### src/rtl/updn_load_counter_pkg.sv
package updn_load_counter_pkg;

  // Action chosen for the next clock edge (clear is asynchronous and not listed)
  typedef enum logic [1:0] {
    ACT_KEEP = 2'd0,
    ACT_LOAD = 2'd1,
    ACT_INC  = 2'd2,
    ACT_DEC  = 2'd3
  } step_act_e;

endpackage

### src/rtl/updn_act_decode.sv
module updn_act_decode
  import updn_load_counter_pkg::*;
(
  input  logic      preset_n,
  input  logic      run_n,
  input  logic      count_up,
  output step_act_e act
);

  // Preset wins over the run input; direction matters only when running
  always_comb begin
    if (!preset_n)      act = ACT_LOAD;
    else if (run_n)     act = ACT_KEEP;
    else if (count_up)  act = ACT_INC;
    else                act = ACT_DEC;
  end

endmodule

### src/rtl/updn_next_value.sv
module updn_next_value
  import updn_load_counter_pkg::*;
#(
  parameter int WIDTH = 4
) (
  input  step_act_e        act,
  input  logic [WIDTH-1:0] cur,
  input  logic [WIDTH-1:0] load_val,
  output logic [WIDTH-1:0] nxt
);

  localparam logic [WIDTH-1:0] STEP = WIDTH'(1);

  always_comb begin
    case (act)
      ACT_LOAD: nxt = load_val;
      ACT_INC:  nxt = cur + STEP;
      ACT_DEC:  nxt = cur - STEP;
      default:  nxt = cur;
    endcase
  end

endmodule

### src/rtl/updn_term_detect.sv
module updn_term_detect #(
  parameter int WIDTH = 4
) (
  input  logic [WIDTH-1:0] cur,
  input  logic             count_up,
  output logic             term_n
);

  logic all_ones;
  logic all_zero;

  assign all_ones = &cur;
  assign all_zero = ~|cur;

  // Low on the value at which the next step in this direction wraps
  assign term_n = count_up ? ~all_ones : ~all_zero;

endmodule

### src/rtl/updn_load_counter.sv
module updn_load_counter
  import updn_load_counter_pkg::*;
#(
  parameter int WIDTH = 4
) (
  input  logic             clk,
  input  logic             wipe,
  input  logic             count_up,
  input  logic             preset_n,
  input  logic             run_n,
  input  logic [WIDTH-1:0] preset_val,
  output logic [WIDTH-1:0] count,
  output logic             term_n
);

  step_act_e        act;
  logic [WIDTH-1:0] nxt;

  updn_act_decode u_decode (
    .preset_n (preset_n),
    .run_n    (run_n),
    .count_up (count_up),
    .act      (act)
  );

  updn_next_value #(.WIDTH(WIDTH)) u_next (
    .act      (act),
    .cur      (count),
    .load_val (preset_val),
    .nxt      (nxt)
  );

  always_ff @(posedge clk or posedge wipe) begin
    if (wipe) count <= '0;
    else      count <= nxt;
  end

  updn_term_detect #(.WIDTH(WIDTH)) u_term (
    .cur      (count),
    .count_up (count_up),
    .term_n   (term_n)
  );

endmodule

### config.mk
export PLATFORM = sky130hd
export DESIGN_NAME = updn_load_counter
export DESIGN_NICKNAME = d
export VERILOG_FILES = /design/src/rtl/updn_load_counter_pkg.sv /design/src/rtl/updn_act_decode.sv /design/src/rtl/updn_next_value.sv /design/src/rtl/updn_term_detect.sv /design/src/rtl/updn_load_counter.sv
export SDC_FILE = /design/constraint.sdc
export NUM_CORES = 1
export LEC_CHECK = 0
export ABC_AREA = 1
export BUFFER_PORTS_ARGS = -buffer_cell sky130_fd_sc_hd__buf_4
export CAP_MARGIN = 20
export CORE_AREA = 2 2 39 41
export DETAILED_ROUTE_END_ITERATION = 6
export DIE_AREA = 0 0 41 43
export MAX_ROUTING_LAYER = met4
export PLACE_DENSITY = 0.6
export SYNTH_ARGS = -nofsm -noshare
export SYNTH_HDL_FRONTEND = slang
export SYNTH_SLANG_ARGS = --single-unit
### constraint.sdc
create_clock -name clk -period 1.5 [get_ports clk]
set_input_delay 0 -clock clk [delete_from_list [all_inputs] [get_ports clk]]
set_output_delay 0 -clock clk [all_outputs]
set_load 0.01 [all_outputs]
* After elaboration in Yosys (flattened, before gate mapping) *
Cells that the tools add are included.

word-level totals
  word-level logic and storage cells = 15
  bits in registers = 4
  input port bits = 9
  output and inout bits = 5

operators by class
  eq/ne operators = 3
  add/sub/neg operators = 2
  reductions and logical operators = 3
  bitwise operators = 1
  multiplexer cells = 5

operators by type and width
  cell                                                                 count
  4-bit one-hot mux with 3 select lines                                1
  4-bit by 1-bit adder with 4-bit output (second input constant)       1
  2-bit == test (second input constant)                                2
  2-bit two-way mux                                                    2
  4-bit AND reduction                                                  1
  4-bit OR reduction                                                   1
  4-bit by 1-bit subtractor with 4-bit output (second input constant)  1
  3-bit nonzero test                                                   1
  2-bit by 1-bit == test with 1-bit output (second input constant)     1
  1-bit two-way mux                                                    2
  1-bit inverter                                                       1

* Logic depth before layout (Yosys ltp) *
Gate-level depths: netlist (run 1).

  word-level depth = 5
  depth in mapped cells = 10
  mapped depth without buffers = 10

* By module *
Synthesis (run 1) repeated with hierarchy kept, for this count alone.

second synthesis, totals
  cell total of the unflattened synthesis = 59
  area, all modules = 370.4 µm²

modules (own cells, without submodules)
  module             sequential area each (µm²)  area an instance (µm²)  times used  cells an instance
  updn_next_value    0.0                         219.0                   1           42
  updn_load_counter  100.1                       103.8                   1           5
  updn_term_detect   0.0                         35.0                    1           9
  updn_act_decode    0.0                         12.5                    1           3

* Worst setup path before layout (run 1) *
Ideal clock, no wire load.

  path type = reg2reg
  start point = register count[1]
  end point = register count[2]
  buffers on the path = 0
  clock period less this slack = 1.197 ns
  arrival time = 1.079 ns
  stages on the path, launching flop included = 8
  required time = 1.383 ns
  setup time = 0.117 ns
  setup slack = 0.303 ns
  cells stage by stage = dfrtp_1 -> xor2_1 -> inv_1 -> ha_1 -> inv_1 -> nand3_1 -> nand3_1 -> nand2_1

on the way
  word-level cells in the longest chain between the ends = 2
  elaborated cells between the ends (all ways) = 3
  those cells by class = add/sub (2); mux (1)

RTL lines
  item                                                                                                          line                                          text
  start: declaration                                                                                            updn_load_counter.sv:12                       output logic [WIDTH-1:0] count,
  start signal: assignment                                                                                      updn_load_counter.sv:35                       else count <= nxt;
  4-bit by 1-bit subtractor with 4-bit output / 4-bit by 1-bit adder with 4-bit output (equally long branches)  updn_next_value.sv:18, updn_next_value.sv:17
  4-bit one-hot mux with 3 select lines *                                                                       updn_next_value.sv:15                         case (act)

Every way passes the cells marked *; elsewhere a longest branch is shown, timed or not.
A chain may end at the register's enable or synchronous reset.

* Worst setup path after layout (run 1) *
Same ends and word-level chain as after synthesis.

==> metrics list, run 1 <==
* Highest attainable clock frequency: around 830 MHz
* Endpoint, Worst Hold: count[0]$_DFFE_PP0P_
- Of the synthesized area, sequential elements account for 27.7%.
- The clock network burns between 30% and 40% of the power.
- TritonCTS clock tree: yes
- Library cell occupying the most area in the post-synthesis netlist: sky130_fd_sc_hd__dfrtp_1
- Cell with the most instances after synthesis: sky130_fd_sc_hd__nand2_1
- Maximum number of pins on one net before global-route repair: 8
* Share of post-route cells with drive strength above 1: between 20% and 30%
- Setup violations remaining at the end of the flow were counted as 0.
* Post-CTS setup buffer count: 0
* Number of routed nets with antenna violations: 0
- Fill cell count: about 160
- The floorplan step defined a die boundary enclosing about 1800 sq um.
- The cell family contributing the most delay on the critical path is flip-flops.
- TritonCTS created 3 clock buffers.
- Routed wirelength normalized by instance count: a little over 9 microns
* Result of the run: complete, no violations
- Y dimension of the die: roughly 43 microns
- Worst Path Max Fanout: 7
- In the routed design, unresolved DRC markers number 0.
- Number of sinks on the clock net: 4
- Worst min-delay path class: in2reg
- From left edge to right edge, the die measures 41 microns.
* Number of flip-flops under the largest register name: 4
- Counting flops with a built-in enable in the synthesized netlist gives 0.
- Launching element type of the critical path: flip-flop
- Syn_area_per_cell: ~6.2 sq um
- Wire length of the first global-routing pass: around 1.5 mm
- Setup repair after global routing missed its margin: no
- Summed over all failing endpoints, the final setup total negative slack is 0 ns.
* Clock Tree Root: sky130_fd_sc_hd__clkbuf_4
* Endpoint type of the worst setup path: flip-flop
* Post-detail-place hpwl: around 680 microns
- The synthesized design devotes to its leading area cell type roughly 28% of total area.
* Slew at the pin closest to its max-slew limit: 0.246 ns
- Total detailed-routing wirelength: about 860 microns
* Normalized max-slew margin: between 80% and 90%
- Final slew viol count: 0
- The critical path contains buffers and inverters numbering 2 combined.
* Last weighted congestion value of the routability-driven placer: ~0.85
- The tool flagged a number of max-cap violations equal to 0.
* Reported leakage power: 0.296 nW
- Hold timing on the final database bottoms out at a slack of between 0.0015 and 0.002 ns.
* Worst IR Drop VDD: between 0.3 and 0.4 mV
- Number of gates resized after cts: 0
- Combinational cells account for approximately a third of the total power.
- Sw Share: a little over a third
- Power spent charging and discharging nets: 0.000149 W
* Part of the cycle the worst path needs: 80.7%
- In the synthesized netlist the dominant register cell turns out to be sky130_fd_sc_hd__dfrtp_1.
- Relative to the synthesized area, the layout overhead comes to 44.3%.
* Async set-reset flop share out of synthesis: 100%
- Critical R2R Launch: count[1]$_DFFE_PP0P_
- Number of vias per cell after detailed routing: roughly 4.3
- Worst-path clk slew: about 0.040 ns
- The via count of the first global-routing pass came to between 300 and 400.
- The net count of the finished layout is between 80 and 90.
* Max Clock Skew: between 0.01 and 0.015 ns
* Grt total ovfl: 0
* Detailed Routing Iterations Pass 1: 4
- Hold violation total from the final report: 0
- PD cells: ~820 nW/um^2
- During placement, the flow inserted port buffers numbering 13.
- Dominant cells by area after synthesis: sky130_fd_sc_hd__dfrtp_1 28%, sky130_fd_sc_hd__nand2_1 19%, sky130_fd_sc_hd__inv_1 13%, sky130_fd_sc_hd__nand3_1 8.3%, sky130_fd_sc_hd__nand3_2 5.5%
- Counting flops per register, the top entry is count.
- Required time reported for the critical path endpoint: 1.64 ns
* Htree depth: 1
* Sequential power share: between 30% and 40%
* Row cnt: 14
- Counting along the longest clock path gives a buffer depth of 2.
* Minimum clock period after layout: between 1 and 1.5 ns
- # IOs: 14
- Yosys mapped the design onto 16 distinct sky130hd cell types.
- The worst setup path is of the reg2reg kind.
- Area of the placeable core: 1380 sq um
* Latest clock arrival within the worst-skew pair: between 0.2 and 0.3 ns
* Top flop regs: count (4)
- Commonest cells in the synthesized netlist: 18 x sky130_fd_sc_hd__nand2_1, 13 x sky130_fd_sc_hd__inv_1, 6 x sky130_fd_sc_hd__nand3_1, 4 x sky130_fd_sc_hd__dfrtp_1, 3 x sky130_fd_sc_hd__nor2_1
* Count of cells along the worst register-to-register path: 7
- Hold path depth: 3
- Critical hold path startpoint: preset_val[0]
* Via count of the routed design: roughly 400
* Crit path cell chain: xor2_1 > inv_1 > ha_1 > inv_1 > nand3_1 > nand3_1 > nand2_1
- R2R Path End: count[2]$_DFFE_PP0P_
* Slowest Stage Delay on Critical Path: 0.47 ns
- The worst register-to-register path has a setup slack of 0.29 ns.
- The finished layout holds between 90 and 100 standard cells, fillers aside.
- Yosys warning total: 0
* Mapped Area: between 300 and 400 sq um
- Total global routing track utilization: between 10% and 20%
- Synthesis handed over a netlist of a little under 60 instances.
- For the worst setup path, the data arrival time is 1.35 ns.
- Starting density of the core: about a quarter
- Post-synth net total: 68
* Starting DRT DRC Count: 9
- Total power for the finished layout comes to roughly 0.00043 W.
* Internal power: roughly 0.00028 W
- 0 antenna diodes ended up in the layout.
- On the critical path, the stage with the largest delay is an instance of sky130_fd_sc_hd__dfrtp_1.
- Number of placed instances, taps included: 87
- Synth Register Bits: 4
- Initial antenna violation count: 0
==> layout make-up <==
type                    count  area [sq um]  share of cell area (%)
flip-flops and latches      4           100                    19.2
clock buffers               3          22.5                    4.32
multi-input cells          40           209                    40.0
inverters                  14          52.6                    10.1
well taps                  16          20.0                    3.84
repair buffers             15           118                    22.5
==> power by group through the flow <==
stage	combinational, W	clock (W)	sequential [W]
4_1_cts	0.000145	0.000146	0.000144
3_5_place_dp	0.000140	0	0.000146
5_1_grt	0.000164	0.000152	0.000147
6_report	0.000143	0.000143	0.000143
2_1_floorplan	0.0000773	0	0.000147
3_3_place_gp	0.000140	0	0.000144
==> cell families (layout without fill, tap and decap cells) <==
| kind of cell | after synthesis | in the layout | share of synthesized area [%] |
|---|---|---|---|
| compound gates | 4 | 4 | 6.58 |
| xor+xnor | 1 | 1 | 2.42 |
| fa+ha+maj | 1 | 1 | 3.46 |
| buf+inv | 14 | 32 | 14.5 |
| flops | 4 | 4 | 27.7 |
| simple gates | 34 | 34 | 45.3 |
==> worst register-to-register path, stage by stage, from the launching register on <==
cell	delay, ns
sky130_fd_sc_hd__dfrtp_1	0.47
sky130_fd_sc_hd__xor2_1	0.17
sky130_fd_sc_hd__inv_1	0.05
sky130_fd_sc_hd__ha_1	0.17
sky130_fd_sc_hd__inv_1	0.06
sky130_fd_sc_hd__nand3_1	0.07
sky130_fd_sc_hd__nand3_1	0.08
sky130_fd_sc_hd__nand2_1	0.05
==> cells in the final DEF (no fill, tap or decap) <==
master | synthesis | layout
sky130_fd_sc_hd__o21ai_0 | 2 | 2
sky130_fd_sc_hd__o211ai_1 | 1 | 1
sky130_fd_sc_hd__nand2_1 | 18 | 18
sky130_fd_sc_hd__nor2_4 | 1 | 1
sky130_fd_sc_hd__dlygate4sd3_1 | 0 | 2
sky130_fd_sc_hd__nand2_2 | 2 | 2
sky130_fd_sc_hd__ha_1 | 1 | 1
sky130_fd_sc_hd__buf_4 | 0 | 13
sky130_fd_sc_hd__dfrtp_1 | 4 | 4
sky130_fd_sc_hd__clkbuf_4 | 0 | 3
sky130_fd_sc_hd__xor2_1 | 1 | 1
sky130_fd_sc_hd__nand4_1 | 1 | 1
sky130_fd_sc_hd__a31oi_1 | 1 | 1
sky130_fd_sc_hd__inv_2 | 1 | 1
sky130_fd_sc_hd__nor2_1 | 3 | 3
sky130_fd_sc_hd__nand3_2 | 2 | 2
sky130_fd_sc_hd__nand3_1 | 6 | 6
sky130_fd_sc_hd__inv_1 | 13 | 13
sky130_fd_sc_hd__nor3_1 | 1 | 1
==> metrics by stage <==
| step | area [sq um] | setup WS (ns) | util (%) |
|---|---|---|---|
| 2_1_floorplan | 362 | 0.303 | - |
| 3_3_place_gp | 479 | 0.299 | 34.6 |
| 3_5_place_dp | 479 | 0.264 | 34.6 |
| 4_1_cts | 522 | 0.269 | 37.7 |
| 5_1_grt | 522 | 0.173 | 37.7 |
| 6_report | 522 | 0.289 | 37.7 |
==> what timing repair did <==
action / in CTS / in global routing
hold endpoints to repair: 5 / 0
setup endpoints to repair: 0 / 0
hold buffers: 2 / 0
==> per-layer routing <==
metal	GRT usage [%]	vias up	part of all wire (%)
met5	-	-	0
met2	16.9	11	47
met3	4.71	2	5.4
li1	-	218	-
met4	10.0	0	1.0
met1	16.5	166	47
==> worst max path at each step <==
| stage | start | to | cells past startpoint |
|---|---|---|---|
| 3_3_place_gp | count[1]$_DFFE_PP0P_ | count[2]$_DFFE_PP0P_ | 7 |
| 2_1_floorplan | count[1]$_DFFE_PP0P_ | count[2]$_DFFE_PP0P_ | 7 |
| 6_report | count[1]$_DFFE_PP0P_ | count[2]$_DFFE_PP0P_ | 7 |
| 5_1_grt | count[1]$_DFFE_PP0P_ | count[2]$_DFFE_PP0P_ | 7 |
| 4_1_cts | count[1]$_DFFE_PP0P_ | count[2]$_DFFE_PP0P_ | 7 |
| 3_5_place_dp | count[1]$_DFFE_PP0P_ | count[2]$_DFFE_PP0P_ | 7 |
Note: power is estimated with default switching activity, not from simulation.
==> run 2, diff against run 1 <==
==> constraint.sdc (replaced) <==
create_clock -name clk -period 1.2 [get_ports clk]
set_input_delay 0 -clock clk [delete_from_list [all_inputs] [get_ports clk]]
set_output_delay 0 -clock clk [all_outputs]
set_load 0.01 [all_outputs]
==> metrics list, run 2 (synthesized netlist as in run 1, its figures left out) <==
- The max-slew headroom at the worst pin came to 81.4% (-2.2 points).
- The number of antenna repair diodes came to 0 (unchanged).
- The total area of multi-input combinational cells was 216 sq um (+3.6%).
- Number of standard cells in the final layout excluding fillers: 94 (+2.2%)
* Number of sinks on the clock net: 4 (unchanged)
- The buffers inserted during post-CTS setup optimization came to 0 (unchanged).
- Worst min-delay path class: in2reg
- The initial cell density of the core came to 26.1% (unchanged).
- The worst setup path is of the reg2out kind.
- # IOs: 14 (unchanged)
- Highest attainable clock frequency: approximately 850 MHz
- The global route total overflow was 0 (unchanged).
- The via count of the first global-routing pass is 398 (+9.6%).
- Sequential power share: 31.2% (-2.2 points)
- Internal power: 0.000362 W (+29%)
- Wire length of the first global-routing pass: 1.59 mm (+8.5%)
* Starting DRT DRC Count: 14 (+5)
- The portion of total power attributed to combinational logic came to 36.8% (+3.5 points).
- The number of antenna violations at the first check in global routing is 0 (unchanged).
* Number of vias per cell after detailed routing: 4.55 (+5.5%)
- The number of rows in the core area was 14 (unchanged).
* Minimum setup slack after placement: 0.0689 ns (-0.195 ns)
* Max Clock Skew: 0.00472 ns (-0.00562 ns)
- The H-tree depth was 1 (unchanged).
* Power spent charging and discharging nets: 0.000195 W (+31%)
* Endpoint type of the worst setup path: output port
- Leaving out fill and tap cells, the most frequent cell in the layout is sky130_fd_sc_hd__nand2_1.
* Net count, final: 90 (+2.3%)
* Top flop regs: count (4)
- Setup ws final: 0.0297 ns (-0.259 ns)
* Post-detail-place hpwl: 717 microns (+4.9%)
- PD cells: 1020 nW/um^2 (+24%)
- The final wirelength was 940 microns (+9.6%).
- The total power came to 0.000557 W (+30%).
- Result of the run: finished, violations left
- The worst hold slack came to -0.000202 ns (-0.00174 ns).
- The critical path data arrival time is 1.17 ns (-0.18 ns).
* Worst-path clk slew: 0.04 ns (about the same)
* Layout-stage area growth over the synthesis result: 50.5%
- Area of the placeable core: 1380 sq um (unchanged)
- Number of routed nets with antenna violations: 0 (unchanged)
- Worst-path cell with the longest stage delay: sky130_fd_sc_hd__dfrtp_1
- Last weighted congestion value of the routability-driven placer: 0.849 (-0.18%)
- Max-cap violation count: 0 (unchanged)
- Hold violation total from the final report: 1 (+1)
- Counting flops per register, the top entry is count.
- The number of max-slew violations in the final report is 0 (unchanged).
* Commonest cells after routing, fill and taps aside: 17 x sky130_fd_sc_hd__nand2_1, 15 x sky130_fd_sc_hd__buf_4, 12 x sky130_fd_sc_hd__inv_1, 6 x sky130_fd_sc_hd__nand3_1, 4 x sky130_fd_sc_hd__dfrtp_1
- The final routed DRC violation total came to 0 (unchanged).
- The pin count of the biggest net entering global routing came to 7 (-1).
- Number of flip-flops under the largest register name: 4 (unchanged)
- The share of cells above drive strength 1 is 35.9% (+7.0 points).
* Worst Path Max Fanout: 6 (-1)
* Clock share of power: 32.0% (-1.3 points)
- TritonCTS built the clock tree.
- The worst path uses between 90% and 100% of the clock period.
- Reported leakage power: 0.303 nW (+2.3%)
* Setup repair after global routing missed its margin: yes
- Port bufs: 13 (unchanged)
* Minimum clock period after layout: around 1.2 ns
* X dimension of the die: 41 microns (unchanged)
- The slew at the pin closest to its max-slew limit came to 0.279 ns (+0.0325 ns).
- Total global routing track utilization: 13.7% (+0.44 points)
- The routed length per instance came to 10.0 microns (+7.2%).
* Sequential cell area: 100 sq um (unchanged)
- The final reports fail on hold timing.
- TritonCTS buffer count: 3 (unchanged)
- Clock Tree Root: sky130_fd_sc_hd__clkbuf_4
* Required time reported for the critical path endpoint: 1.20 ns (-0.44 ns)
- Via count of the routed design: 428 (+7.8%)
* Final setup violating endpoints: 0 (unchanged)
- Walking the worst path, the cells encountered are buf_4 > nand2_1 > nor3_1 > a31oi_1 > buf_4.
- Detailed Routing Iterations Pass 1: 4 (unchanged)
- The count of placed standard cells including taps was 89 (+2.3%).
- Sum Neg Setup Slack: 0 ns (unchanged)
- Library cell appearing most often on the critical path: sky130_fd_sc_hd__buf_4
- The worst voltage drop across the vdd grid came to 0.502 mV (+33%).
- The count of filler cells inserted in the layout came to 155 (-0.64%).
- The worst setup path is launched from a flip-flop.
* Y dimension of the die: 43 microns (unchanged)
- The fraction of power spent switching nets came to 35.0% (+0.27 points).
- The longest individual stage delay on the worst path was 0.38 ns (-0.09 ns).
- The clock insertion delay at the later pin of the skew report was 0.24 ns (about the same).
- The number of buffers on the longest clock path was 2 (unchanged).
- The overall die area came to 1760 sq um (unchanged).
-- run 2: cell types whose count changed in the layout (fill, tap and decap cells not counted) --
cell	previous run	this run
sky130_fd_sc_hd__inv_2	1	2
sky130_fd_sc_hd__inv_1	13	12
sky130_fd_sc_hd__ha_1	1	0
sky130_fd_sc_hd__nand2_2	2	3
sky130_fd_sc_hd__nor2_1	3	2
sky130_fd_sc_hd__nand2_1	18	17
sky130_fd_sc_hd__nor2_2	0	1
sky130_fd_sc_hd__ha_2	0	1
sky130_fd_sc_hd__buf_4	13	15
-- run 2: layout make-up --
type                            count  area share [%]
Multi-Input combinational cell     40            39.8
Timing Repair Buffer               17            24.4
Sequential cell                     4            18.4
Inverter                           14            9.66
Clock buffer                        3            4.14
Tap cell                           16            3.68
-- run 2: timing repair --
| action | in CTS | in global routing |
|---|---|---|
| setup endpoints to repair | 1 | 2 |
| gates resized for setup | 1 | 3 |
| pin swaps | 0 | 4 |
| hold buffers | 2 | 0 |
| endpoints found under the hold margin | 5 | 0 |
-- run 2: final timing paths --
check / startpoint / to / slack (ns) / depth (start not counted)
max in group asynchronous: wipe / count[1]$_DFFE_PP0P_ / 0.81 / 3
min in group asynchronous: wipe / count[2]$_DFFE_PP0P_ / 0.21 / 3
max: count[1]$_DFFE_PP0P_ / term_n / 0.03 / 5
min reg2reg: count[1]$_DFFE_PP0P_ / count[1]$_DFFE_PP0P_ / 0.70 / 3
max reg2reg: count[1]$_DFFE_PP0P_ / count[2]$_DFFE_PP0P_ / 0.10 / 8
min: preset_val[0] / count[0]$_DFFE_PP0P_ / -0.0002 / 3
-- run 2: power by group through the flow --
stage | clock network [W] | registers [W] | logic, W
after floorplan | 0 | 0.000184 | 0.0000966
after global placement | 0 | 0.000174 | 0.000191
after detailed placement | 0 | 0.000174 | 0.000195
after CTS | 0.000181 | 0.000173 | 0.000202
after global routing | 0.000186 | 0.000176 | 0.000233
final | 0.000178 | 0.000174 | 0.000205
-- run 2: per-stage QoR --
step | area [sq um] | utilization (%)
floorplan | 362 | -
global placement | 494 | 35.7
detailed placement | 494 | 35.7
CTS | 539 | 39.0
global route | 544 | 39.3
finish | 544 | 39.3
-- run 2: layer usage --
layer / GRT usage, % / part of all wire [%] / up-vias
li1: - / - / 221
met1: 17.6 / 46 / 187
met2: 19.1 / 48 / 18
met3: 1.57 / 5.4 / 2
met4: 10.0 / 0.85 / 0
met5: - / 0 / -
-- run 2: worst max-delay path: cells and delay by family, from the launching register on --
family | cells | cell delay (ns)
flops | 1 | 0.38
buf+inv | 2 | 0.31
compound gates | 1 | 0.14
simple gates | 2 | 0.11
==> run 3, diff against run 2 <==
--- a/config.mk
+++ b/config.mk
@@ -8,9 +8,9 @@
 export ABC_AREA = 1
 export BUFFER_PORTS_ARGS = -buffer_cell sky130_fd_sc_hd__buf_4
 export CAP_MARGIN = 20
-export CORE_AREA = 2 2 39 41
+export CORE_AREA = 10 10 47 49
 export DETAILED_ROUTE_END_ITERATION = 6
-export DIE_AREA = 0 0 41 43
+export DIE_AREA = 0 0 57 59
 export MAX_ROUTING_LAYER = met4
 export PLACE_DENSITY = 0.6
 export SYNTH_ARGS = -nofsm -noshare
==> metrics list, run 3 (synthesized netlist as in run 1, its figures left out) <==
- Result of the run: complete, no violations
* Number of vias per cell after detailed routing: 4.36 (-4.3%)
* Port bufs: 13 (unchanged)
* TritonCTS clock tree: yes
- Total global routing track utilization: 7.56% (-6.2 points)
- Layout-stage area growth over the synthesis result: 56.7%
- Max-cap violation count: 0 (unchanged)
- The initial cell density of the core came to 25.8% (-0.33 points).
- The global routing stage identified its most utilized layer as met2.
- The pin count of the biggest net entering global routing is 7 (unchanged).
- The leakage dissipation is 0.315 nW (+4.0%).
* Number of standard cells in the final layout excluding fillers: 95 (+1.1%)
* Hold violation total from the final report: 0 (-1)
- The total power was 0.000576 W (+3.2%).
* Minimum clock period after layout: 1.15 ns (-0.0251 ns)
- DRC violations left: 0 (unchanged)
- The setup slack after layout is 0.0548 ns (+0.0251 ns).
- # IOs: 14 (unchanged)
* Worst min-delay path class: in2reg
* Detailed Routing Iterations Pass 1: 4 (unchanged)
- The max-slew headroom at the worst pin is 87.9% (+6.5 points).
* Final slew viol count: 0 (unchanged)
- The half-perimeter wire length after placement came to 870 microns (+21%).
- Required time reported for the critical path endpoint: 1.20 ns (about the same)
* Via count of the first global-routing pass: 464 (+17%)
- Arrival time at the worst endpoint: 1.15 ns (-0.02 ns)
- Minimum setup slack after placement: 0.0631 ns (-0.00588 ns)
- Starting DRT DRC Count: 2 (-12)
- The core area was 1400 sq um (+1.3%).
- Area of the die: 3360 sq um (+91%)
- The die width is 57 microns (+39%).
- More flip-flops sit in one register than any other, and that register is count.
- On the critical path the largest part of the delay comes from flip-flops.
* Footprint of the multi-input gates: 226 sq um (+4.6%)
- Last weighted congestion value of the routability-driven placer: 0.766 (-9.8%)
- The worst voltage drop across the vdd grid came to 0.745 mV (+48%).
* Most common cell after layout, fill and taps aside: sky130_fd_sc_hd__nand2_1
- In the final layout, the registers with the most flip-flops are count (4).
* Number of placed instances, taps included: 89 (unchanged)
- Y dimension of the die: 59 microns (+37%)
- The met1 track utilization from global routing was 7.97% (-9.6 points).
* GR Util met3: 4.72% (+3.2 points)
- Number of buffers and inverters on the critical path: 2 (unchanged)
- Endpoint type of the worst setup path: output port
- The finished layout cell area is 567 sq um (+4.1%).
- The share of cells above drive strength 1 is 39.2% (+3.3 points).
- Part of the cycle the worst path needs: 95.4% (-2.1 points)
- The number of antenna repair diodes was 0 (unchanged).
* Worst-path clk slew: 0.04 ns (about the same)
- Clock Tree Root: sky130_fd_sc_hd__clkbuf_4
* Initial antenna violation count: 0 (unchanged)
- Number of routed nets with antenna violations: 0 (unchanged)
- Clk buf depth: 2 (unchanged)
- The longest individual stage delay on the worst path is 0.39 ns (about the same).
* Worst-path cell with the longest stage delay: sky130_fd_sc_hd__dfrtp_1
- Grt total ovfl: 0 (unchanged)
- The routed length per instance came to 11.0 microns (+10%).
- The count of endpoints failing setup in the final report was 0 (unchanged).
- In the layout the commonest cells are 17 x sky130_fd_sc_hd__nand2_1, 15 x sky130_fd_sc_hd__buf_4, 12 x sky130_fd_sc_hd__inv_1, 6 x sky130_fd_sc_hd__nand3_1.
- The met2 layer usage reported by global route is 12.1% (-7.0 points).
- Htree depth: 1 (unchanged)
* Total detailed-routing wirelength: 1.05 mm (+11%)
- Sequential cell area: 101 sq um (+1.2%)
* Placed instance area: 494 sq um (unchanged)
- Sum Neg Setup Slack: 0 ns (unchanged)
- Net count, final: 91 (+1.1%)
- Critical path class: reg2out
- The number of sinks driven by the clock tree is 4 (unchanged).
- Setup repair after global routing could not meet its margin everywhere.
- Worst Path Max Fanout: 6 (unchanged)
- The via count of the routed design was 414 (-3.3%).
- Number of flip-flops under the largest register name: 4 (unchanged)
- Wire length of the first global-routing pass: 2.00 mm (+26%)
* Highest attainable clock frequency: 873 MHz (+2.2%)
* TritonCTS buffer count: 3 (unchanged)
- Slew at the pin closest to its max-slew limit: 0.179 ns (-0.0996 ns)
- PD cells: 1020 nW/um^2 (-0.86%)
* Crit path cell chain: buf_6 > nand2_4 > nor3_2 > a31oi_1 > buf_4
- Launching element type of the critical path: flip-flop
- Latest clock arrival within the worst-skew pair: 0.24 ns (about the same)
* Row cnt: 14 (unchanged)
* Max Clock Skew: 0.00580 ns (+0.00108 ns)
- Fill cell count: 165 (+6.5%)
## run 3: cell count changes in the layout (fill, tap and decap cells not counted)
cell	before	now
sky130_fd_sc_hd__buf_6	0	1
sky130_fd_sc_hd__dfrtp_1	4	3
sky130_fd_sc_hd__dfrtp_2	0	1
sky130_fd_sc_hd__nand2_2	3	2
sky130_fd_sc_hd__nand2_4	0	1
sky130_fd_sc_hd__nor3_1	1	0
sky130_fd_sc_hd__nor3_2	0	1
## run 3: worst min-delay path, stage by stage
cell and delay (ns):
sky130_fd_sc_hd__buf_4 0.08, sky130_fd_sc_hd__nand2_1 0.05, sky130_fd_sc_hd__o211ai_1 0.08
## run 3: path summary, 6_finish.rpt
kind                                 startpoint                   end  slack, ns  depth (start not counted)
min in group asynchronous                  wipe  count[3]$_DFFE_PP0P_       0.20                          3
setup reg to reg           count[1]$_DFFE_PP0P_  count[2]$_DFFE_PP0P_       0.09                          7
setup / recovery           count[1]$_DFFE_PP0P_                term_n       0.05                          5
hold / removal                    preset_val[0]  count[0]$_DFFE_PP0P_       0.01                          3
max in group asynchronous                  wipe  count[0]$_DFFE_PP0P_       0.81                          3
hold reg to reg            count[0]$_DFFE_PP0P_  count[0]$_DFFE_PP0P_       0.70                          2
## run 3: routing by layer
metal	vias to the layer above	wire, microns
li1	223	-
met1	178	485
met2	13	486
met3	0	75
met4	0	0
met5	-	0
## run 3: layout make-up
type,instances,share of cell area [%]
clock buffer,3,3.97
inverter,14,9.27
tap,16,3.53
sequential,4,17.9
timing repair buffer,18,25.4
multi-input combinational,40,40.0
## run 3: what timing repair did
action                                  4_1_cts  5_1_grt
hold buffers                                  2        0
pin swaps                                     0        3
resized for setup                             1        7
hold endpoints to repair                      5        0
cloned                                        0        0
setup buffers                                 0        1
endpoints found under the setup margin        1        2
## run 3: per-stage QoR
step | hold WS, ns | util (%)
finish | 0.0105 | 40.4
global route | 0.0405 | 40.4
detailed placement | -0.0852 | 35.3
floorplan | -0.234 | -
CTS | 0.0172 | 38.5
global placement | -0.0878 | 35.3
## run 3: power by group
group | switching, W | internal (W)
clock | 0.0000660 | 0.000113
sequential | 0.0000229 | 0.000153
combinational | 0.000114 | 0.000107
total | 0.000203 | 0.000373
